<file path="config.mk">
export PLATFORM = sky130hd
export DESIGN_NAME = carrier_lock_det
export DESIGN_NICKNAME = d
export VERILOG_FILES = /design/src/rtl/cld_pkg.sv /design/src/rtl/cld_mag_acc.sv /design/src/rtl/cld_int_ctr.sv /design/src/rtl/cld_ctrl.sv /design/src/rtl/carrier_lock_det.sv
export SDC_FILE = /design/constraint.sdc
export NUM_CORES = 1
export LEC_CHECK = 0
export BUFFER_PORTS_ARGS = -buffer_cell sky130_fd_sc_hd__clkbuf_2
export CAP_MARGIN = 20
export CORE_MARGIN = 2
export CORE_UTILIZATION = 45
export DETAILED_ROUTE_END_ITERATION = 8
export PLACE_DENSITY_LB_ADDON = 0.15
export SYNTH_ARGS = -nofsm -noshare
export SYNTH_HDL_FRONTEND = slang
export SYNTH_SLANG_ARGS = --single-unit
</file>
<file path="constraint.sdc">
create_clock -name clk -period 3.1 [get_ports clk]
set_clock_uncertainty 0.2 [all_clocks]
set_input_delay 0.62 -clock clk [delete_from_list [all_inputs] [get_ports clk]]
set_output_delay 0.62 -clock clk [all_outputs]
set_load 0.05 [all_outputs]
</file>
<file path="src/rtl/cld_pkg.sv">
`timescale 1ns/1ps
package cld_pkg;
  typedef enum logic {
    ST_SEARCH = 1'b0,
    ST_TRACK  = 1'b1
  } cld_state_e;
endpackage

</file>
<file path="src/rtl/cld_mag_acc.sv">
`timescale 1ns/1ps
// Magnitude accumulator with preload and carry-out detection.
module cld_mag_acc #(
  parameter int IN_W  = 8,
  parameter int ACC_W = 18
) (
  input  logic                   clk,
  input  logic                   rst_n,
  input  logic                   load,
  input  logic                   add_en,
  input  logic [ACC_W-1:0]       load_val,
  input  logic signed [IN_W-1:0] sample,
  output logic [ACC_W-1:0]       sum_nxt,
  output logic                   carry
);
  localparam int PAD_W = ACC_W - IN_W;

  logic [IN_W-1:0]  raw;
  logic [IN_W-1:0]  mag;
  logic [ACC_W-1:0] acc_q;
  logic [ACC_W-1:0] acc_d;

  // Two's complement magnitude; the most negative code maps to 2^(IN_W-1).
  always_comb begin
    raw = sample;
    mag = raw[IN_W-1] ? (~raw + IN_W'(1)) : raw;
  end

  assign {carry, sum_nxt} = {1'b0, acc_q} + {{(PAD_W + 1){1'b0}}, mag};

  always_comb begin
    acc_d = acc_q;
    if (load)        acc_d = load_val;
    else if (add_en) acc_d = sum_nxt;
  end

  always_ff @(posedge clk or negedge rst_n) begin
    if (!rst_n) acc_q <= '0;
    else        acc_q <= acc_d;
  end
endmodule

</file>
<file path="src/rtl/cld_int_ctr.sv">
`timescale 1ns/1ps
// Integration down-counter with settling dwell hold-off.
module cld_int_ctr #(
  parameter int CNT_W   = 11,
  parameter int DWELL_W = 4
) (
  input  logic               clk,
  input  logic               rst_n,
  input  logic               load,
  input  logic               dwell_arm,
  input  logic               strobe,
  input  logic [CNT_W-1:0]   count_pre,
  input  logic [DWELL_W-1:0] dwell_pre,
  output logic               take,
  output logic               last
);
  logic [CNT_W-1:0]   cnt_q, cnt_d;
  logic [DWELL_W-1:0] dwell_q, dwell_d;

  assign take = strobe && (dwell_q == '0);
  assign last = take && (cnt_q <= CNT_W'(1));

  always_comb begin
    cnt_d   = cnt_q;
    dwell_d = dwell_q;
    if (load) begin
      cnt_d   = count_pre;
      dwell_d = dwell_arm ? dwell_pre : '0;
    end else if (take) begin
      cnt_d = cnt_q - CNT_W'(1);
    end else if (strobe) begin
      dwell_d = dwell_q - DWELL_W'(1);
    end
  end

  always_ff @(posedge clk or negedge rst_n) begin
    if (!rst_n) begin
      cnt_q   <= '0;
      dwell_q <= '0;
    end else begin
      cnt_q   <= cnt_d;
      dwell_q <= dwell_d;
    end
  end
endmodule

</file>
<file path="src/rtl/cld_ctrl.sv">
`timescale 1ns/1ps
// Search / track decision.
module cld_ctrl
  import cld_pkg::*;
(
  input  logic       clk,
  input  logic       rst_n,
  input  logic       ovf_evt,
  input  logic       zero_evt,
  input  logic       cpu_mode,
  input  logic       cpu_track,
  output cld_state_e state_q
);
  cld_state_e state_d;

  always_comb begin
    state_d = state_q;
    if (cpu_mode)      state_d = cpu_track ? ST_TRACK : ST_SEARCH;
    else if (ovf_evt)  state_d = ST_SEARCH;
    else if (zero_evt) state_d = ST_TRACK;
  end

  always_ff @(posedge clk or negedge rst_n) begin
    if (!rst_n) state_q <= ST_SEARCH;
    else        state_q <= state_d;
  end
endmodule

</file>
<file path="src/rtl/carrier_lock_det.sv">
`timescale 1ns/1ps
module carrier_lock_det
  import cld_pkg::*;
#(
  parameter int PE_W    = 8,
  parameter int ACC_W   = 18,
  parameter int CNT_W   = 11,
  parameter int DWELL_W = 4,
  localparam int GACC_W = PE_W + CNT_W
) (
  input  logic                   clk,
  input  logic                   rst_n,
  input  logic                   sym_strobe,
  input  logic signed [PE_W-1:0] phase_err,
  input  logic signed [PE_W-1:0] gain_err,
  input  logic [ACC_W-1:0]       phase_preload,
  input  logic [CNT_W-1:0]       count_preload,
  input  logic [DWELL_W-1:0]     dwell_preload,
  input  logic                   step_mode,
  input  logic                   cpu_mode,
  input  logic                   cpu_track,
  output logic                   track_sel,
  output logic                   sweep_en,
  output logic                   dump,
  output logic [ACC_W-1:0]       phase_sum,
  output logic [GACC_W-1:0]      gain_sum,
  output logic                   gain_valid
);
  logic              armed_q;
  logic              strb_ok, take, last;
  logic              carry_p, carry_g;
  logic [ACC_W-1:0]  psum_nxt;
  logic [GACC_W-1:0] gsum_nxt, gain_res;
  logic              ovf_evt, zero_evt, end_evt, reload;
  cld_state_e        state_q;

  logic              dump_q, dump_d;
  logic [ACC_W-1:0]  psum_q, psum_d;
  logic [GACC_W-1:0] gsum_q, gsum_d;
  logic              gval_q, gval_d;

  assign strb_ok  = sym_strobe && armed_q;
  // Overflow wins when both events land on the same strobe.
  assign ovf_evt  = take && carry_p;
  assign zero_evt = last && !carry_p;
  assign end_evt  = ovf_evt || last;
  assign reload   = !armed_q || end_evt;
  assign gain_res = carry_g ? '1 : gsum_nxt;

  cld_int_ctr #(.CNT_W(CNT_W), .DWELL_W(DWELL_W)) i_ctr (
    .clk(clk), .rst_n(rst_n), .load(reload), .dwell_arm(step_mode && armed_q),
    .strobe(strb_ok), .count_pre(count_preload), .dwell_pre(dwell_preload),
    .take(take), .last(last)
  );

  cld_mag_acc #(.IN_W(PE_W), .ACC_W(ACC_W)) i_phase_acc (
    .clk(clk), .rst_n(rst_n), .load(reload), .add_en(take && !end_evt),
    .load_val(phase_preload), .sample(phase_err),
    .sum_nxt(psum_nxt), .carry(carry_p)
  );

  cld_mag_acc #(.IN_W(PE_W), .ACC_W(GACC_W)) i_gain_acc (
    .clk(clk), .rst_n(rst_n), .load(reload), .add_en(take && !end_evt && !carry_g),
    .load_val('0), .sample(gain_err),
    .sum_nxt(gsum_nxt), .carry(carry_g)
  );

  cld_ctrl i_ctrl (
    .clk(clk), .rst_n(rst_n), .ovf_evt(ovf_evt), .zero_evt(zero_evt),
    .cpu_mode(cpu_mode), .cpu_track(cpu_track), .state_q(state_q)
  );

  always_comb begin
    dump_d = end_evt;
    psum_d = psum_q;
    gsum_d = gsum_q;
    gval_d = gval_q;
    if (end_evt) begin
      psum_d = psum_nxt;
      gsum_d = gain_res;
      gval_d = (state_q == ST_TRACK);
    end
  end

  always_ff @(posedge clk or negedge rst_n) begin
    if (!rst_n) begin
      armed_q <= 1'b0;
      dump_q  <= 1'b0;
      psum_q  <= '0;
      gsum_q  <= '0;
      gval_q  <= 1'b0;
    end else begin
      armed_q <= 1'b1;
      dump_q  <= dump_d;
      psum_q  <= psum_d;
      gsum_q  <= gsum_d;
      gval_q  <= gval_d;
    end
  end

  assign track_sel  = (state_q == ST_TRACK);
  assign sweep_en   = (state_q == ST_SEARCH);
  assign dump       = dump_q;
  assign phase_sum  = psum_q;
  assign gain_sum   = gsum_q;
  assign gain_valid = gval_q;
endmodule

</file>
* Word level (Yosys, flattened, before mapping)
Index checks and enable logic that the tools add are counted.
** Cells by class
- Add/sub/neg operators :: 6
- $lt $le $gt $ge :: 1
- Equal/unequal tests :: 1
- Mux-type cells :: 17
- Bitwise gates (word level) :: 3
- Reduce and logical (&&, ||, !) cells :: 21
** Operators by type and width (count)
- $mux W19 :: 3
- $mux W18 :: 2
- $mux W11 :: 2
- $add A19 B8 Y20 :: 1
- $add A18 B8 Y19 :: 1
- $add A8 B1 Y8 const B :: 2
- $mux W4 :: 4
- $mux W8 :: 2
- $not A8 Y8 :: 2
- $le A11 B1 Y1 const B :: 1
- $sub A11 B1 Y11 const B :: 1
- $logic_and A1 B1 Y1 :: 8
- $reduce_bool A2 Y1 :: 4
- $logic_not A1 Y1 :: 4
- $logic_not A4 Y1 :: 1
- $mux W1 :: 4
- $sub A4 B1 Y4 const B :: 1
- $reduce_bool A3 Y1 :: 1
- $logic_or A1 B1 Y1 :: 2
- $ne A2 B1 Y1 const B :: 1
- $reduce_and A2 Y1 :: 1
- $not A1 Y1 :: 1
** Storage, ports and cells
- Register bits after elaboration :: 93
- Bits of input ports :: 55
- Output and inout bits :: 41
- Word-level logic and storage cells :: 59

* Logic depth before layout (Yosys ltp)
- Depth after elaboration :: 11
- Mapped depth :: 15
- Gate-level depth less buffers :: 13

* Hierarchy
Synthesis repeated with hierarchy kept, for this count alone.
** Second synthesis, totals
- Cells, all modules :: 681
- Area, all modules :: 6344.8 um^2
** Modules (own cells, without submodules)
- cld_mag_acc (i_gain_acc) :: times used 1, cells each 223, area an instance 1879.3 um^2, sequential area each 475.5 um^2
- cld_mag_acc (i_phase_acc) :: times used 1, cells each 218, area an instance 1775.5 um^2, sequential area each 450.4 um^2
- carrier_lock_det :: times used 1, cells each 140, area an instance 1732.9 um^2, sequential area each 1001.0 um^2
- cld_int_ctr :: times used 1, cells each 96, area an instance 912.1 um^2, sequential area each 375.4 um^2
- cld_ctrl :: times used 1, cells each 4, area an instance 45.0 um^2, sequential area each 25.0 um^2

* Worst setup path after synthesis
OpenSTA, ideal clock, no wires.
- Path type :: input to register
- Start point :: input port phase_err[1]
- End point :: register i_phase_acc.acc_q[16]
- Setup time :: 69 ps
- Data arrival time :: 3057 ps
- Required time :: 2831 ps
- Slack :: -226 ps
- Stages on the path :: 11
- Path buffers :: 1
- Cells stage by stage :: or3_1 -> o31ai_1 -> xnor2_1 -> ha_1 -> o211ai_1 -> o21ai_1 -> o21a_1 -> buf_2 -> nand3_1 -> or4_1 -> nand3_1
** On the way
- Word-level cells in the longest chain between the ends :: 9
- Elaborated cells between the ends (all ways) :: 12
- Classes of those cells :: add/sub (2); mux (3); bitwise (1); reduce/logical (6)
** RTL lines
- start: declaration :: line carrier_lock_det.sv:14 : input logic signed [PE_W-1:0] phase_err,
- $not A8 Y8 :: line cld_mag_acc.sv:26 : mag = raw[IN_W-1] ? (~raw + IN_W'(1)) : raw;
- $add A8 B1 Y8 :: line cld_mag_acc.sv:26
- $mux W8 * :: line cld_mag_acc.sv:26
- $add A18 B8 Y19 * :: line cld_mag_acc.sv:29 : assign {carry, sum_nxt} = {1'b0, acc_q} + {{(PAD_W + 1){1'b0}}, mag};
- $logic_and A1 B1 Y1 :: line carrier_lock_det.sv:44 : assign ovf_evt = take && carry_p;
- $logic_or A1 B1 Y1 :: line carrier_lock_det.sv:46 : assign end_evt = ovf_evt || last;
- $logic_not A1 Y1 :: line carrier_lock_det.sv:57 : .clk(clk), .rst_n(rst_n), .load(reload), .add_en(take && !end_evt),
- $logic_and A1 B1 Y1 :: line carrier_lock_det.sv:57
- $reduce_bool A2 Y1 (no source line)
- end signal: assignment :: line cld_mag_acc.sv:38 : if (!rst_n) acc_q <= '0;
- end signal: assignment :: line cld_mag_acc.sv:39 : else acc_q <= acc_d;
- end: declaration :: line cld_mag_acc.sv:20 : logic [ACC_W-1:0] acc_q;
Mark *: on every way between the ends. The rest lies on a longest branch, timed or not. The select of a mux whose other input is x is not followed.
A chain may end at the register's enable or synchronous reset.

* Final worst setup path
- Start point :: input port phase_err[1]
- End point :: register i_ctr.cnt_q[2]
** On the way
- Word-level cells in the longest chain between the ends :: 8
- Elaborated cells between the ends (all ways) :: 9
- Classes of those cells :: add/sub (2); mux (2); bitwise (1); reduce/logical (4)
** RTL lines
- $not A8 Y8 :: line cld_mag_acc.sv:26
- $add A8 B1 Y8 :: line cld_mag_acc.sv:26
- $mux W8 * :: line cld_mag_acc.sv:26
- $add A18 B8 Y19 * :: line cld_mag_acc.sv:29
- $logic_and A1 B1 Y1 * :: line carrier_lock_det.sv:44
- $logic_or A1 B1 Y1 * :: line carrier_lock_det.sv:46
- $logic_or A1 B1 Y1 * :: line carrier_lock_det.sv:47 : assign reload = !armed_q || end_evt;
- $mux W11 or $reduce_bool A2 Y1 (tied branches)
- end signal: assignment :: line cld_int_ctr.sv:41 : cnt_q <= cnt_d;
- end: declaration :: line cld_int_ctr.sv:17 : logic [CNT_W-1:0] cnt_q, cnt_d;
Mark *: on every way between the ends. The rest lies on a longest branch, timed or not.

==> reports/results.txt <==
Io pins: 96
Mapped Cells: 641
Vias in the first global route: 5153
Die W: 116 um
Gr usage total: 0.236
Setup crit start: phase_err[1]
Worst Max-Slew Pin Slew: 0.665 ns
Final min period: 3.07 ns
Port-buffer cells: 95
Psw: 1.42 mW
CTS tree: built
Die Y: 116 um
Seq pwr share: 0.360
Clk slew on worst S/H paths: 0.07 ns
Clk buf depth: 2
CTS H-Tree Depth: 3
DRC: 0
Final Wtd Congestion: 0.913
N_diodes: 0
Mapped Area: 5620 um^2
Peak supply drop: 357 uV
Initial antenna violation count: 0
Nets@finish: 881
Row count: 40
CTS Sinks: 93
Slew margin rel.: 0.556
Max-cap violations: 0
Worst-path maximum fanout: 5
Logic pwr share: 0.346
Detail Placement HPWL: 11.1 mm
Crit Path Category: in2reg
Global-route wire length before repair: 24.7 mm
Power Total: 4.18 mW
CP Launch Type: input port
Post-synth ARST share: 1.00
Type of the tightest min-delay check: in2async
DR vias: 5348
Number of enable flip-flop cells after synthesis: 0
Status: complete, no violations
RSZ-0062 raised after global routing: true
CTS root buf: clkbuf_16
FF+latch count, synth: 93
Initial drt markers: 280
Count of final hold-check violations: 0
Pin count of the biggest net entering global routing: 55
Final Hold Slack: 0.0594 ns
Filler instances: 1071
Starting Density: 0.464
Tcrit/Tclk final: 0.992
DIE AREA: 13400 um^2
Leakage power: 3.47 nW
# setup viols final: 0
Final Max Slew Viols: 0
Flip-flop and latch area: 2330 um^2
Cell area power density: 560 nW/um^2
Post-Synthesis Net Count: 720
Multi-input gate area: 3240 um^2
Reg2reg start: i_phase_acc.acc_q[0]$_DFFE_PN0P_
Sw Share: 0.339
Most used flip-flop cell after synthesis: dfrtp_1
Clock Latency Late Sink: 0.35 ns
Internal power: 2.77 mW
Drt first pass iters: 5
Yosys warning total: 0
Required time worst endpoint: 3.09 ns
Remaining Overflow, GRT: 0
Share of cells above drive strength 1: 0.285
Routed WL per cell: 15.9 um
Sequential area share after synthesis: 0.414
CTS Buf Count: 9
Area delta synth->final: 32.8%
Routed WL: 15.5 mm
Clock power share: 0.294
Distinct cells, synth: 55
Vias per cell: 5.49
Max Clk Rate: 325 MHz
Critical path arrival: 3.07 ns
Critical Path End Type: flop
Syn Area/Cell: 8.77 um^2
Core area: 12100 um^2
Antenna Nets Post-Route: 0
[routing by layer]
layer  track usage  share of wire  routed length (um)  vias to the layer above
li1              -              -                   -                     2600
met1         0.307           0.44                6780                     2590
met2         0.397           0.50                7820                      136
met3        0.0350          0.043                 665                       22
met4        0.0944          0.018                 282                        0
met5             0              0                   0                        -
[synthesized netlist by cell type, types with 13 or more instances]
cell	number	area (um^2)
nor2_1	56	210
nand3_1	22	110
dfrtp_1	93	2330
nand2_1	97	364
ha_1	22	275
inv_1	26	97.6
xnor2_1	35	307
a31oi_1	14	87.6
o21ai_0	50	250
clkbuf_1	16	60.1
buf_2	13	65.1
a21oi_1	23	115
xor2_1	17	149
nor3_1	17	85.1
[power groups by stage]
stage               sequential [mW]  clock (mW)  combinational, mW
floorplan                      1.49           0              0.874
global placement               1.52           0               1.32
detailed placement             1.52           0               1.36
CTS                            1.50        1.24               1.37
global route                   1.53        1.29               1.60
finish                         1.51        1.23               1.45
[kinds of logic (layout without fill, tap and decap cells)]
logic type | Yosys count | after routing | share of synthesized area
flip-flops | 93 | 93 | 0.414
AO/OA/AOI/OAI | 152 | 152 | 0.175
AND/OR/NAND/NOR | 249 | 250 | 0.208
other | 1 | 1 | 0.000667
buffers and inverters | 59 | 224 | 0.0463
XOR/XNOR | 52 | 52 | 0.0810
multiplexers | 11 | 11 | 0.0196
adder cells (fa/ha/maj) | 24 | 24 | 0.0561
[registers in the layout (all words and copies together), names as in the netlist]
signal,count
armed_q,1
i_ctrl.state_q,1
i_ctr.dwell_q,4
gain_sum,19
phase_sum,18
i_phase_acc.acc_q,18
i_gain_acc.acc_q,19
i_ctr.cnt_q,11
gain_valid,1
dump,1
[path summary, 6_finish.rpt]
path                                                      to  cells past startpoint  slack (ns)
max                               i_ctr.cnt_q[2]$_DFFE_PN0P_                     12        0.03
min                                 gain_sum[14]$_DFFE_PN0P_                      1        0.06
max reg2reg                       i_ctr.cnt_q[2]$_DFFE_PN0P_                      9        0.25
min reg2reg                          gain_sum[5]$_DFFE_PN0P_                      2        0.28
max in group asynchronous  i_phase_acc.acc_q[11]$_DFFE_PN0P_                      2        1.94
min in group clk                  i_ctrl.state_q$_DFFE_PN0P_                      2        0.28
[critical path, stage by stage]
cell	delay, ns
buf_6	0.09
or3_4	0.42
o31ai_4	0.22
xnor2_2	0.08
ha_1	0.33
a21oi_2	0.16
o21ai_2	0.11
o211ai_4	0.30
and3_4	0.28
buf_4	0.15
mux2i_1	0.20
a22oi_1	0.10
[per-stage QoR]
stage / setup TNS (ns) / area, um^2 / std cells / utilization / worst slack [ns]
final: 0 / 7460 / 975 / 0.616 / 0.0258
after global routing: -1.04 / 7460 / 975 / 0.616 / -0.0858
after CTS: 0 / 7190 / 968 / 0.594 / 0.00476
after detailed placement: -23.38 / 6860 / 952 / 0.567 / -0.356
after global placement: -18.75 / 6860 / 952 / 0.567 / -0.283
after floorplan: -0.433 / 5720 / 641 / - / -0.0972
[cell usage in the layout, fill, tap and decap left out, types with 20 or more instances in the layout]
cell	Yosys	final
a21oi_1	23	20
buf_4	0	76
clkbuf_2	0	92
dfrtp_1	93	93
ha_1	22	22
inv_1	26	26
nand2_1	97	97
nand3_1	22	22
nor2_1	56	56
o21ai_0	50	46
xnor2_1	35	33
[timing repair]
action                     4_1_cts  5_1_grt
resized for setup                2       33
setup endpoints to repair        2       86
pin swaps                        0       15
setup buffers                    0        2
cloned                           0        5
hold buffers                     0        0
hold endpoints to repair         0        0
[final cells by class]
| class | count | area share |
|---|---|---|
| clock buffers | 13 | 0.0349 |
| clock inverters | 3 | 0.00905 |
| inverters | 27 | 0.0136 |
| multi-input cells | 490 | 0.434 |
| flip-flops and latches | 93 | 0.312 |
| well taps | 168 | 0.0282 |
| repair buffers | 181 | 0.168 |
(Power assumes the default switching activity.)
